[config.mk]
export PLATFORM = sky130hd
export DESIGN_NAME = commit_thread_picker
export DESIGN_NICKNAME = d
export VERILOG_FILES = /design/src/rtl/thr_pick_pkg.sv /design/src/rtl/thr_eligibility.sv /design/src/rtl/oldest_head_pick.sv /design/src/rtl/rr_priority_list.sv /design/src/rtl/commit_thread_picker.sv
export SDC_FILE = /design/constraint.sdc
export NUM_CORES = 1
export LEC_CHECK = 0
export BUFFER_PORTS_ARGS = -buffer_cell sky130_fd_sc_hd__buf_2
export CAP_MARGIN = 10
export CELL_PAD_IN_SITES_DETAIL_PLACEMENT = 1
export CELL_PAD_IN_SITES_GLOBAL_PLACEMENT = 1
export CORE_MARGIN = 3
export CORE_UTILIZATION = 30
export CTS_BUF_LIST = sky130_fd_sc_hd__clkbuf_4 sky130_fd_sc_hd__clkbuf_8
export DETAILED_ROUTE_END_ITERATION = 10
export PLACE_DENSITY = 0.74
export SLEW_MARGIN = 20
export SYNTH_ARGS = -nofsm -noshare
export SYNTH_HDL_FRONTEND = slang
export SYNTH_HIERARCHICAL = 1
export SYNTH_SLANG_ARGS = --single-unit
[constraint.sdc]
create_clock -name clk -period 13.7 [get_ports clk]
set_input_delay 2.74 -clock clk [delete_from_list [all_inputs] [get_ports clk]]
set_output_delay 2.74 -clock clk [all_outputs]
set_load 0.02 [all_outputs]
[src/rtl/thr_pick_pkg.sv]
// Shared types for the commit thread selector.
package thr_pick_pkg;

    typedef enum logic [2:0] {
        TS_IDLE            = 3'd0,
        TS_RUNNING         = 3'd1,
        TS_SQUASHING       = 3'd2,
        TS_TRAP_WAIT       = 3'd3,
        TS_FETCH_TRAP_WAIT = 3'd4
    } thr_state_e;

    typedef enum logic [1:0] {
        POL_GREEDY     = 2'd0,
        POL_ROTATE     = 2'd1,
        POL_OLDEST     = 2'd2,
        POL_OLDEST_ALT = 2'd3
    } pick_policy_e;

    localparam int STATE_W = 3;

    // True for the state codes that permit a thread to retire.
    function automatic logic state_can_retire(input logic [STATE_W-1:0] s);
        return (s == TS_IDLE) || (s == TS_RUNNING) || (s == TS_FETCH_TRAP_WAIT);
    endfunction

endpackage

[src/rtl/thr_eligibility.sv]
// Per-thread qualification masks.
// Assumes: state codes as in thr_pick_pkg. Produces the three candidate
// masks used by the policy paths, plus the single-enabled-thread flag.
module thr_eligibility
    import thr_pick_pkg::*;
#(
    parameter int N_THREADS = 4
) (
    input  logic [N_THREADS-1:0]         thr_enable,
    input  logic [STATE_W*N_THREADS-1:0] thr_state,
    input  logic [N_THREADS-1:0]         rob_empty,
    input  logic [N_THREADS-1:0]         head_ready,
    output logic [N_THREADS-1:0]         state_ok,
    output logic [N_THREADS-1:0]         rotate_ok,
    output logic [N_THREADS-1:0]         oldest_ok,
    output logic                         single_mode
);

    genvar t;
    generate
        for (t = 0; t < N_THREADS; t++) begin : g_thr
            // Decode the state of one thread into its candidate bits.
            always_comb begin
                state_ok[t]  = thr_enable[t] &&
                               state_can_retire(thr_state[STATE_W*t +: STATE_W]);
                rotate_ok[t] = state_ok[t] && head_ready[t];
                oldest_ok[t] = state_ok[t] && head_ready[t] && !rob_empty[t];
            end
        end
    endgenerate

    // Exactly one configured thread enables the shortcut path.
    always_comb single_mode = ($countones(thr_enable) == 1);

endmodule

[src/rtl/oldest_head_pick.sv]
// Oldest-head selection among candidate threads.
// Assumes: unsigned sequence numbers. A strict less-than keeps the lowest
// index on ties.
module oldest_head_pick #(
    parameter int N_THREADS = 4,
    parameter int SEQ_W     = 16,
    localparam int IDX_W    = $clog2(N_THREADS)
) (
    input  logic                         clk,
    input  logic                         rst_n,
    input  logic [N_THREADS-1:0]         cand,
    input  logic [SEQ_W*N_THREADS-1:0]   head_seq,
    output logic                         win_valid,
    output logic [IDX_W-1:0]             win_idx
);

    logic [SEQ_W-1:0] best_seq;

    // Linear scan keeping the smallest sequence number seen so far.
    always_comb begin
        win_valid = 1'b0;
        win_idx   = '0;
        best_seq  = '0;
        for (int i = 0; i < N_THREADS; i++) begin
            if (cand[i] && (!win_valid || head_seq[SEQ_W*i +: SEQ_W] < best_seq)) begin
                win_valid = 1'b1;
                win_idx   = IDX_W'(i);
                best_seq  = head_seq[SEQ_W*i +: SEQ_W];
            end
        end
    end

    AST_OLDEST_IS_CAND: assert property (@(posedge clk) disable iff (!rst_n)
        win_valid |-> cand[win_idx]);
    AST_OLDEST_NONE: assert property (@(posedge clk) disable iff (!rst_n)
        !win_valid |-> (cand == '0));

endmodule

[src/rtl/rr_priority_list.sv]
// Rotating priority list with front-first scan.
// Assumes: advance is asserted only when the grant is consumed. The winner
// moves to the tail and the entries behind it shift one place forward.
module rr_priority_list #(
    parameter int N_THREADS = 4,
    localparam int IDX_W    = $clog2(N_THREADS)
) (
    input  logic                 clk,
    input  logic                 rst_n,
    input  logic [N_THREADS-1:0] cand,
    input  logic                 advance,
    output logic                 win_valid,
    output logic [IDX_W-1:0]     win_idx
);

    logic [N_THREADS-1:0][IDX_W-1:0] order_q, order_d;
    logic [IDX_W-1:0]                win_pos;
    logic [N_THREADS-1:0]            member;

    // Find the first list slot whose thread is a candidate.
    always_comb begin
        win_valid = 1'b0;
        win_idx   = '0;
        win_pos   = '0;
        for (int p = 0; p < N_THREADS; p++) begin
            if (!win_valid && cand[order_q[p]]) begin
                win_valid = 1'b1;
                win_idx   = order_q[p];
                win_pos   = IDX_W'(p);
            end
        end
    end

    // Build the next order with the winner moved to the tail.
    always_comb begin
        order_d = order_q;
        if (advance && win_valid) begin
            for (int p = 0; p < N_THREADS - 1; p++) begin
                if (IDX_W'(p) >= win_pos) order_d[p] = order_q[p+1];
            end
            order_d[N_THREADS-1] = win_idx;
        end
    end

    // Hold the list, loading the ascending order on reset.
    always_ff @(posedge clk) begin
        if (!rst_n) begin
            for (int p = 0; p < N_THREADS; p++) order_q[p] <= IDX_W'(p);
        end else begin
            order_q <= order_d;
        end
    end

    // Membership mask used to check that the list stays a permutation.
    always_comb begin
        member = '0;
        for (int p = 0; p < N_THREADS; p++) member[order_q[p]] = 1'b1;
    end

    AST_LIST_PERMUTATION: assert property (@(posedge clk) disable iff (!rst_n)
        $countones(member) == N_THREADS);
    AST_WINNER_TO_TAIL: assert property (@(posedge clk) disable iff (!rst_n)
        (advance && win_valid) |=> (order_q[N_THREADS-1] == $past(win_idx)));
    AST_LIST_HOLD: assert property (@(posedge clk) disable iff (!rst_n)
        !advance |=> $stable(order_q));

endmodule

[src/rtl/commit_thread_picker.sv]
// Commit-slot thread selector for an SMT core.
// Assumes: N_THREADS in 2..4 and unsigned SEQ_W-bit sequence numbers.
// The selection is combinational. Only the rotating list holds state, and
// it advances on a consumed rotating grant.
module commit_thread_picker
    import thr_pick_pkg::*;
#(
    parameter int N_THREADS = 4,
    parameter int SEQ_W     = 16,
    localparam int IDX_W    = $clog2(N_THREADS)
) (
    input  logic                         clk,
    input  logic                         rst_n,
    input  logic [1:0]                   policy_sel,
    input  logic [N_THREADS-1:0]         thr_enable,
    input  logic [STATE_W*N_THREADS-1:0] thr_state,
    input  logic [N_THREADS-1:0]         rob_empty,
    input  logic [N_THREADS-1:0]         head_ready,
    input  logic [SEQ_W*N_THREADS-1:0]   head_seq,
    input  logic                         retire_fire,
    output logic                         pick_valid,
    output logic [IDX_W-1:0]             pick_idx
);

    logic [N_THREADS-1:0] state_ok, rotate_ok, oldest_ok;
    logic                 single_mode;
    logic                 old_valid, rr_valid, one_valid;
    logic [IDX_W-1:0]     old_idx, rr_idx, one_idx;
    logic                 rr_advance;

    thr_eligibility #(.N_THREADS(N_THREADS)) i_elig (
        .thr_enable (thr_enable),
        .thr_state  (thr_state),
        .rob_empty  (rob_empty),
        .head_ready (head_ready),
        .state_ok   (state_ok),
        .rotate_ok  (rotate_ok),
        .oldest_ok  (oldest_ok),
        .single_mode(single_mode)
    );

    oldest_head_pick #(.N_THREADS(N_THREADS), .SEQ_W(SEQ_W)) i_oldest (
        .clk      (clk),
        .rst_n    (rst_n),
        .cand     (oldest_ok),
        .head_seq (head_seq),
        .win_valid(old_valid),
        .win_idx  (old_idx)
    );

    rr_priority_list #(.N_THREADS(N_THREADS)) i_rr (
        .clk      (clk),
        .rst_n    (rst_n),
        .cand     (rotate_ok),
        .advance  (rr_advance),
        .win_valid(rr_valid),
        .win_idx  (rr_idx)
    );

    // Shortcut path: the index of the one enabled thread, if its state allows.
    always_comb begin
        one_idx = '0;
        for (int i = 0; i < N_THREADS; i++) begin
            if (thr_enable[i]) one_idx = IDX_W'(i);
        end
        one_valid = state_ok[one_idx];
    end

    // Policy mux, with the shortcut taking precedence.
    always_comb begin
        if (single_mode) begin
            pick_valid = one_valid;
            pick_idx   = one_valid ? one_idx : '0;
        end else if (policy_sel == POL_ROTATE) begin
            pick_valid = rr_valid;
            pick_idx   = rr_idx;
        end else begin
            pick_valid = old_valid;
            pick_idx   = old_idx;
        end
    end

    // Rotate only when a rotating grant is consumed.
    always_comb rr_advance = retire_fire && !single_mode && (policy_sel == POL_ROTATE);

    AST_PICK_STATE_OK: assert property (@(posedge clk) disable iff (!rst_n)
        pick_valid |-> (thr_enable[pick_idx] &&
                        state_can_retire(thr_state[STATE_W*pick_idx +: STATE_W])));
    AST_NONE_INDEX_ZERO: assert property (@(posedge clk) disable iff (!rst_n)
        !pick_valid |-> (pick_idx == '0));
    AST_SHARED_NEEDS_READY: assert property (@(posedge clk) disable iff (!rst_n)
        (pick_valid && $countones(thr_enable) > 1) |-> head_ready[pick_idx]);

endmodule

# --- Word-level counts from Yosys, hierarchy flattened ---
# Index checks and enable logic that the tools add are counted.
word_totals:
  wordCells: 117
  reg_bits: 8
  ramBits: 0
  output_inout_bits: 3
  latchBits: 0
  romBits: 0
  mem_count: 0
classes:
  eq_ne: 10
  addsub: 3
  n_reduce_logical: 50
  shift: 0
  n_mux: 39
  div_mod_pow: 0
  magnitude_cmp: 11
  n_bitwise: 0
  multipliers: 0
ops:
  columns: ["op", "count"]
  rows:
  - ["16-bit < comparator", 3]
  - ["16-bit 2-to-1 mux", 3]
  - ["32-bit adder", 1]
  - ["32-bit by 2-bit equality test with 1-bit output, second input constant", 1]
  - ["2-bit 2-to-1 mux", 13]
  - ["1-bit logical AND", 21]
  - ["1-bit 2-to-1 mux", 18]
  - ["2-bit by 3-bit < comparator with 1-bit output, second input constant", 5]
  - ["3-bit by 1-bit equality test with 1-bit output, second input constant", 4]
  - ["3-bit equality test, second input constant", 4]
  - ["3-bit logical NOT", 4]
  - ["1-bit logical NOT", 11]
  - ["1-bit logical OR", 11]
  - ["1-bit binary-select mux with 2-bit select", 5]
  - ["2-bit AND reduction", 3]
  - ["1-bit by 1-bit adder with 2-bit output", 2]
  - ["1-bit by 2-bit greater-or-equal comparator with 1-bit output, first input constant", 2]
  - ["2-bit by 1-bit equality test with 1-bit output, second input constant", 1]
  - ["2-bit greater-or-equal comparator, first input constant", 1]

# --- Depth between registers and ports, before layout ---
logic_depth:
  word_depth: 21
  mapped_depth: 34
  mapped_depth_nobuf: 29

# --- By module ---
# The synthesis kept the hierarchy.
modules_own_cells:
  columns: ["mod", "area_per_inst_um2", "n_inst", "seq_area_each_um2", "cells_per_inst"]
  rows:
  - ["oldest_head_pick", 1641.6, 1, 0.0, 220]
  - ["rr_priority_list", 536.8, 1, 160.2, 53]
  - ["thr_eligibility", 285.3, 1, 0.0, 29]
  - ["commit_thread_picker", 130.1, 1, 0.0, 15]

# --- Worst setup path after synthesis ---
# Ideal clock, no wire load.
synth_path:
  path_kind: "in2out"
  from: "input port thr_state[0]"
  to: "output port pick_idx[1]"
  arrival_time_ns: 9.171
  path_stages: 33
  setup_slack_ns: 1.789
  path_buffers: 5
  cell_sequence: "a21oi_2 > and4b_1 > clkbuf_1 > buf_1 > nand2_1 > ha_1 > a21o_1 > a221o_1 > a22o_1 > o31ai_1 > nand2_1 > clkbuf_1 > o2bb2a_1 > inv_1 > ha_1 > o21ai_0 > nor4_1 > nand2_1 > and3_1 > a22o_1 > buf_6 > buf_8 > mux2i_1 > ha_1 > o21ai_0 > nor2_1 > o21a_1 > or4_1 > a211oi_1 > o21ai_0 > o2111ai_1 > mux2i_1 > mux2i_1"
synth_between:
  elab_chain_len: 21
  elab_cells_between_ends: 54
  classes_between: "order compare (3); eq/ne (2); mux (28); reduce/logical (21)"
synth_lines:
  columns: ["element", "line", "rtl"]
  rows:
  - ["start, declared", "commit_thread_picker.sv:16", "input logic [STATE_W*N_THREADS-1:0] thr_state,"]
  - ["3-bit by 1-bit equality test with 1-bit output or 3-bit logical NOT (tied branches)", "thr_pick_pkg.sv:23", "return (s == TS_IDLE) || (s == TS_RUNNING) || (s == TS_FETCH_TRAP_WAIT);"]
  - ["1-bit logical OR", "thr_pick_pkg.sv:23", null]
  - ["1-bit logical OR (*)", "thr_pick_pkg.sv:23", null]
  - ["1-bit logical AND (*)", "thr_eligibility.sv:24", "state_ok[t] = thr_enable[t] &&"]
  - ["1-bit logical AND (*) (2 in series)", "thr_eligibility.sv:27", "oldest_ok[t] = state_ok[t] && head_ready[t] && !rob_empty[t];"]
  - ["named net oldest_ok[0]", "commit_thread_picker.sv:25", "logic [N_THREADS-1:0] state_ok, rotate_ok, oldest_ok;"]
  - ["16-bit 2-to-1 mux or 1-bit 2-to-1 mux (tied branches)", "oldest_head_pick.sv:25", "if (cand[i] && (!win_valid || head_seq[SEQ_W*i +: SEQ_W] < best_seq)) begin"]
  - ["16-bit < comparator or 1-bit logical NOT (tied branches)", "oldest_head_pick.sv:25", null]
  - ["(+6 left out)", null, null]
  - ["16-bit 2-to-1 mux or 1-bit 2-to-1 mux (tied branches)", "oldest_head_pick.sv:25", null]
  - ["16-bit < comparator or 1-bit logical NOT (tied branches)", "oldest_head_pick.sv:25", null]
  - ["1-bit logical OR", "oldest_head_pick.sv:25", null]
  - ["1-bit logical AND", "oldest_head_pick.sv:25", null]
  - ["2-bit 2-to-1 mux (*)", "oldest_head_pick.sv:25", null]
  - ["named net old_idx[1]", "commit_thread_picker.sv:28", "logic [IDX_W-1:0] old_idx, rr_idx, one_idx;"]
  - ["2-bit 2-to-1 mux (*)", "commit_thread_picker.sv:74", "end else if (policy_sel == POL_ROTATE) begin"]
  - ["2-bit 2-to-1 mux (*)", "commit_thread_picker.sv:71", "if (single_mode) begin"]
  - ["end, declared", "commit_thread_picker.sv:22", "output logic [IDX_W-1:0] pick_idx"]
# Mark *: on every way through the listed nets, which the timed path passes. The rest lies on a longest branch. The select of a mux whose other input is x is not followed.

# --- Final worst setup path ---
# Same ends and word-level chain as after synthesis.

==> results.tsv <==
metric	value	unit
status	completed	
routability cong.	0.798	
Setup TNS Final	0	ns
first-pass GRT wire length	13.4	mm
Rows	33	
Slew Viols, Final	0	
antenna violations before repair	0	
Overall Power	123	uW
r2r startpoint	i_rr/order_q[2]$_SDFFE_PN1P_	
register area	160	um2
CTS tree	built	
Num CTS Buffers	3	
Max stage delay on crit path	0.70	ns
final hold vios	0	
dominant synthesized flop cell	dfxtp_1	
Reg with most FFs	i_rr/order_q	
crit start category	input pin	
Initial Util	0.313	
routed via count	2780	
die area	0.00980	mm2
final setup fails	0	
IO buf count	95	
Worst Tran Pin Value	0.751	ns
WL per Instance	16.0	um
antenna diode instance count	0	
Crit Path Max Fanout	21	
crit path to	pick_idx[1]	
Post-DP Area	0.00316	mm2
sequential share of the synthesized area	0.0617	
R2R cell count	4	
# fillers	1067	
final wirelength	8.23	mm
hpwl dp	7.42	mm
Crit. End Element	output port	
Max VDD drop	26.8	uV
share of layout cells above drive strength 1	0.305	
biggest regs	i_rr/order_q (8)	
EDFF count, synth	0	
core area	0.00830	mm2
vias in the first global route	2954	
PnR worst setup slack	0.848	ns
Vias per Instance	5.40	
setup bufs post-CTS	0	
gr usage total	0.165	
max_cap viols	0	
Netlist cell types	59	
Mapped Nets	458	
Cells after Synth	317	
GRT overflow	0	
async set-reset flop share out of synthesis	0	
H-tree levels	1	
ANT nets after route	0	
PD cells	38.3	mW/mm2
Die H	99.0	um
Relative slew margins	0.499	
final period utilization	0.938	
Detailed Routing Iterations Pass 1	4	
syn_area_per_cell	8.18	um2
final instance area	0.00320	mm2
Min Hold Slack	0.508	ns
initial DRC count	56	
I/O pin count	96	
Area Overhead vs Synth	23.5	%
r2r setup slk	11.79	ns
Crit Path Category	in2out	
Die X	99.0	um
minimum clock period	12.85	ns
R2R Path End	i_rr/order_q[7]$_SDFFE_PN1P_	
clock root cell	clkbuf_8	
max reg flops	8	
area of the multi-input gates	0.00228	mm2
non-filler cells, final	515	
CP arrival	10.11	ns
Syn Std Cell Area	0.00259	mm2
largest net degree at the start of global routing	22	
Hold Path Class	reg2reg	
CTS clk-pin slew, worst paths	0.04	ns
critical path launch point	thr_state[0]	
pre-CTS setup slack	0.786	ns
Critical Path Slowest Stage Cell	and4b_1	
Layout Utilization	0.386	
worst-case clock buffer depth	2	
# resized after CTS	0	
Leak Pwr	1.48	nW
Num Clock Sinks	8	
Final nets	553	
CTS Hold Buffers Added	0	
Post-route DRC	0	
Worst Skew	0.00116	ns
Ys Warns	6	
top achievable clock speed	77.8	MHz
Yosys reg bits	8	
Skew-Pair Late Insertion Delay	0.23	ns
CP Data Required Time	10.96	ns
placed insts	512	
RSZ-0062 raised after global routing	no	
[final cells by class]
cell class              instances  area share
multi-input cells             276       0.713
repair buffers                 97       0.153
flip-flops and latches          8      0.0500
well taps                     105      0.0410
inverters                      26      0.0305
clock buffers                   3      0.0129
[how the worst min path moves through the flow]
stage | end | cells after the start | slack, ns | startpoint
CTS | i_rr/order_q[1]$_SDFFE_PN0P_ | 2 | 0.51 | i_rr/order_q[1]$_SDFFE_PN0P_
detailed placement | i_rr/order_q[1]$_SDFFE_PN0P_ | 2 | 0.51 | i_rr/order_q[1]$_SDFFE_PN0P_
finish | i_rr/order_q[1]$_SDFFE_PN0P_ | 2 | 0.51 | i_rr/order_q[1]$_SDFFE_PN0P_
global route | i_rr/order_q[1]$_SDFFE_PN0P_ | 2 | 0.55 | i_rr/order_q[1]$_SDFFE_PN0P_
floorplan | i_rr/order_q[1]$_SDFFE_PN0P_ | 2 | 0.45 | i_rr/order_q[1]$_SDFFE_PN0P_
global placement | i_rr/order_q[1]$_SDFFE_PN0P_ | 2 | 0.48 | i_rr/order_q[1]$_SDFFE_PN0P_
[kinds of logic after synthesis]
family	after synthesis	share of synthesized area
compound gates	80	0.237
simple gates	113	0.251
mux	35	0.157
flops	8	0.0617
fa+ha+maj	48	0.234
buf+inv	33	0.0584
[placed cells by master (no fill, tap or decap), types with 5 or more instances in the layout]
cell type	count
dfxtp_1	8
buf_2	95
o2bb2a_1	14
nand2_1	41
nor3_1	6
a211oi_1	8
nand3_1	5
inv_1	24
mux2i_1	28
nor2_1	25
o21ai_0	12
a21oi_1	17
ha_1	47
[power by group]
part,leakage (nW),internal [mW],switching (mW)
Sequential,0.0647,0.0238,0.000612
Clock,0.0216,0.0191,0.0105
Combinational,1.39,0.0322,0.0366
[critical path, delay by kind of cell]
kind | cells | cell delay, ns
simple gates | 7 | 2.06
buf+inv | 4 | 0.65
mux | 3 | 0.50
fa+ha+maj | 3 | 0.88
compound gates | 14 | 3.25
[synth_stat cells (all sizes together), types with 3 or more instances]
cell type  instances  share of area
a2111oi            3          0.010
a211oi             8          0.023
a21o               3         0.0087
a21oi             18          0.036
and3               3         0.0072
and4b              4          0.016
buf                5          0.018
dfxtp              8          0.062
ha                47           0.23
inv               26          0.038
mux2               3          0.014
mux2i             28           0.11
mux4               4          0.035
nand2             41          0.059
nand2b             5          0.021
nand3              5         0.0096
nand4              5          0.014
nor2              25          0.036
nor3               6          0.012
nor4               4          0.015
nor4b              3          0.027
o211ai             4          0.012
o21ai             13          0.025
o2bb2a            14          0.054
[per-layer routing]
| metal | global-route usage | part of all wire | routed length (um) | vias to the layer above |
|---|---|---|---|---|
| li1 | - | - | - | 1393 |
| met1 | 0.205 | 0.45 | 3710 | 1322 |
| met2 | 0.310 | 0.51 | 4200 | 59 |
| met3 | 0.0163 | 0.031 | 258 | 6 |
| met4 | 0.0231 | 0.0074 | 61 | 0 |
| met5 | 0 | 0 | 0 | - |
Power figures use the tool's default switching activity.
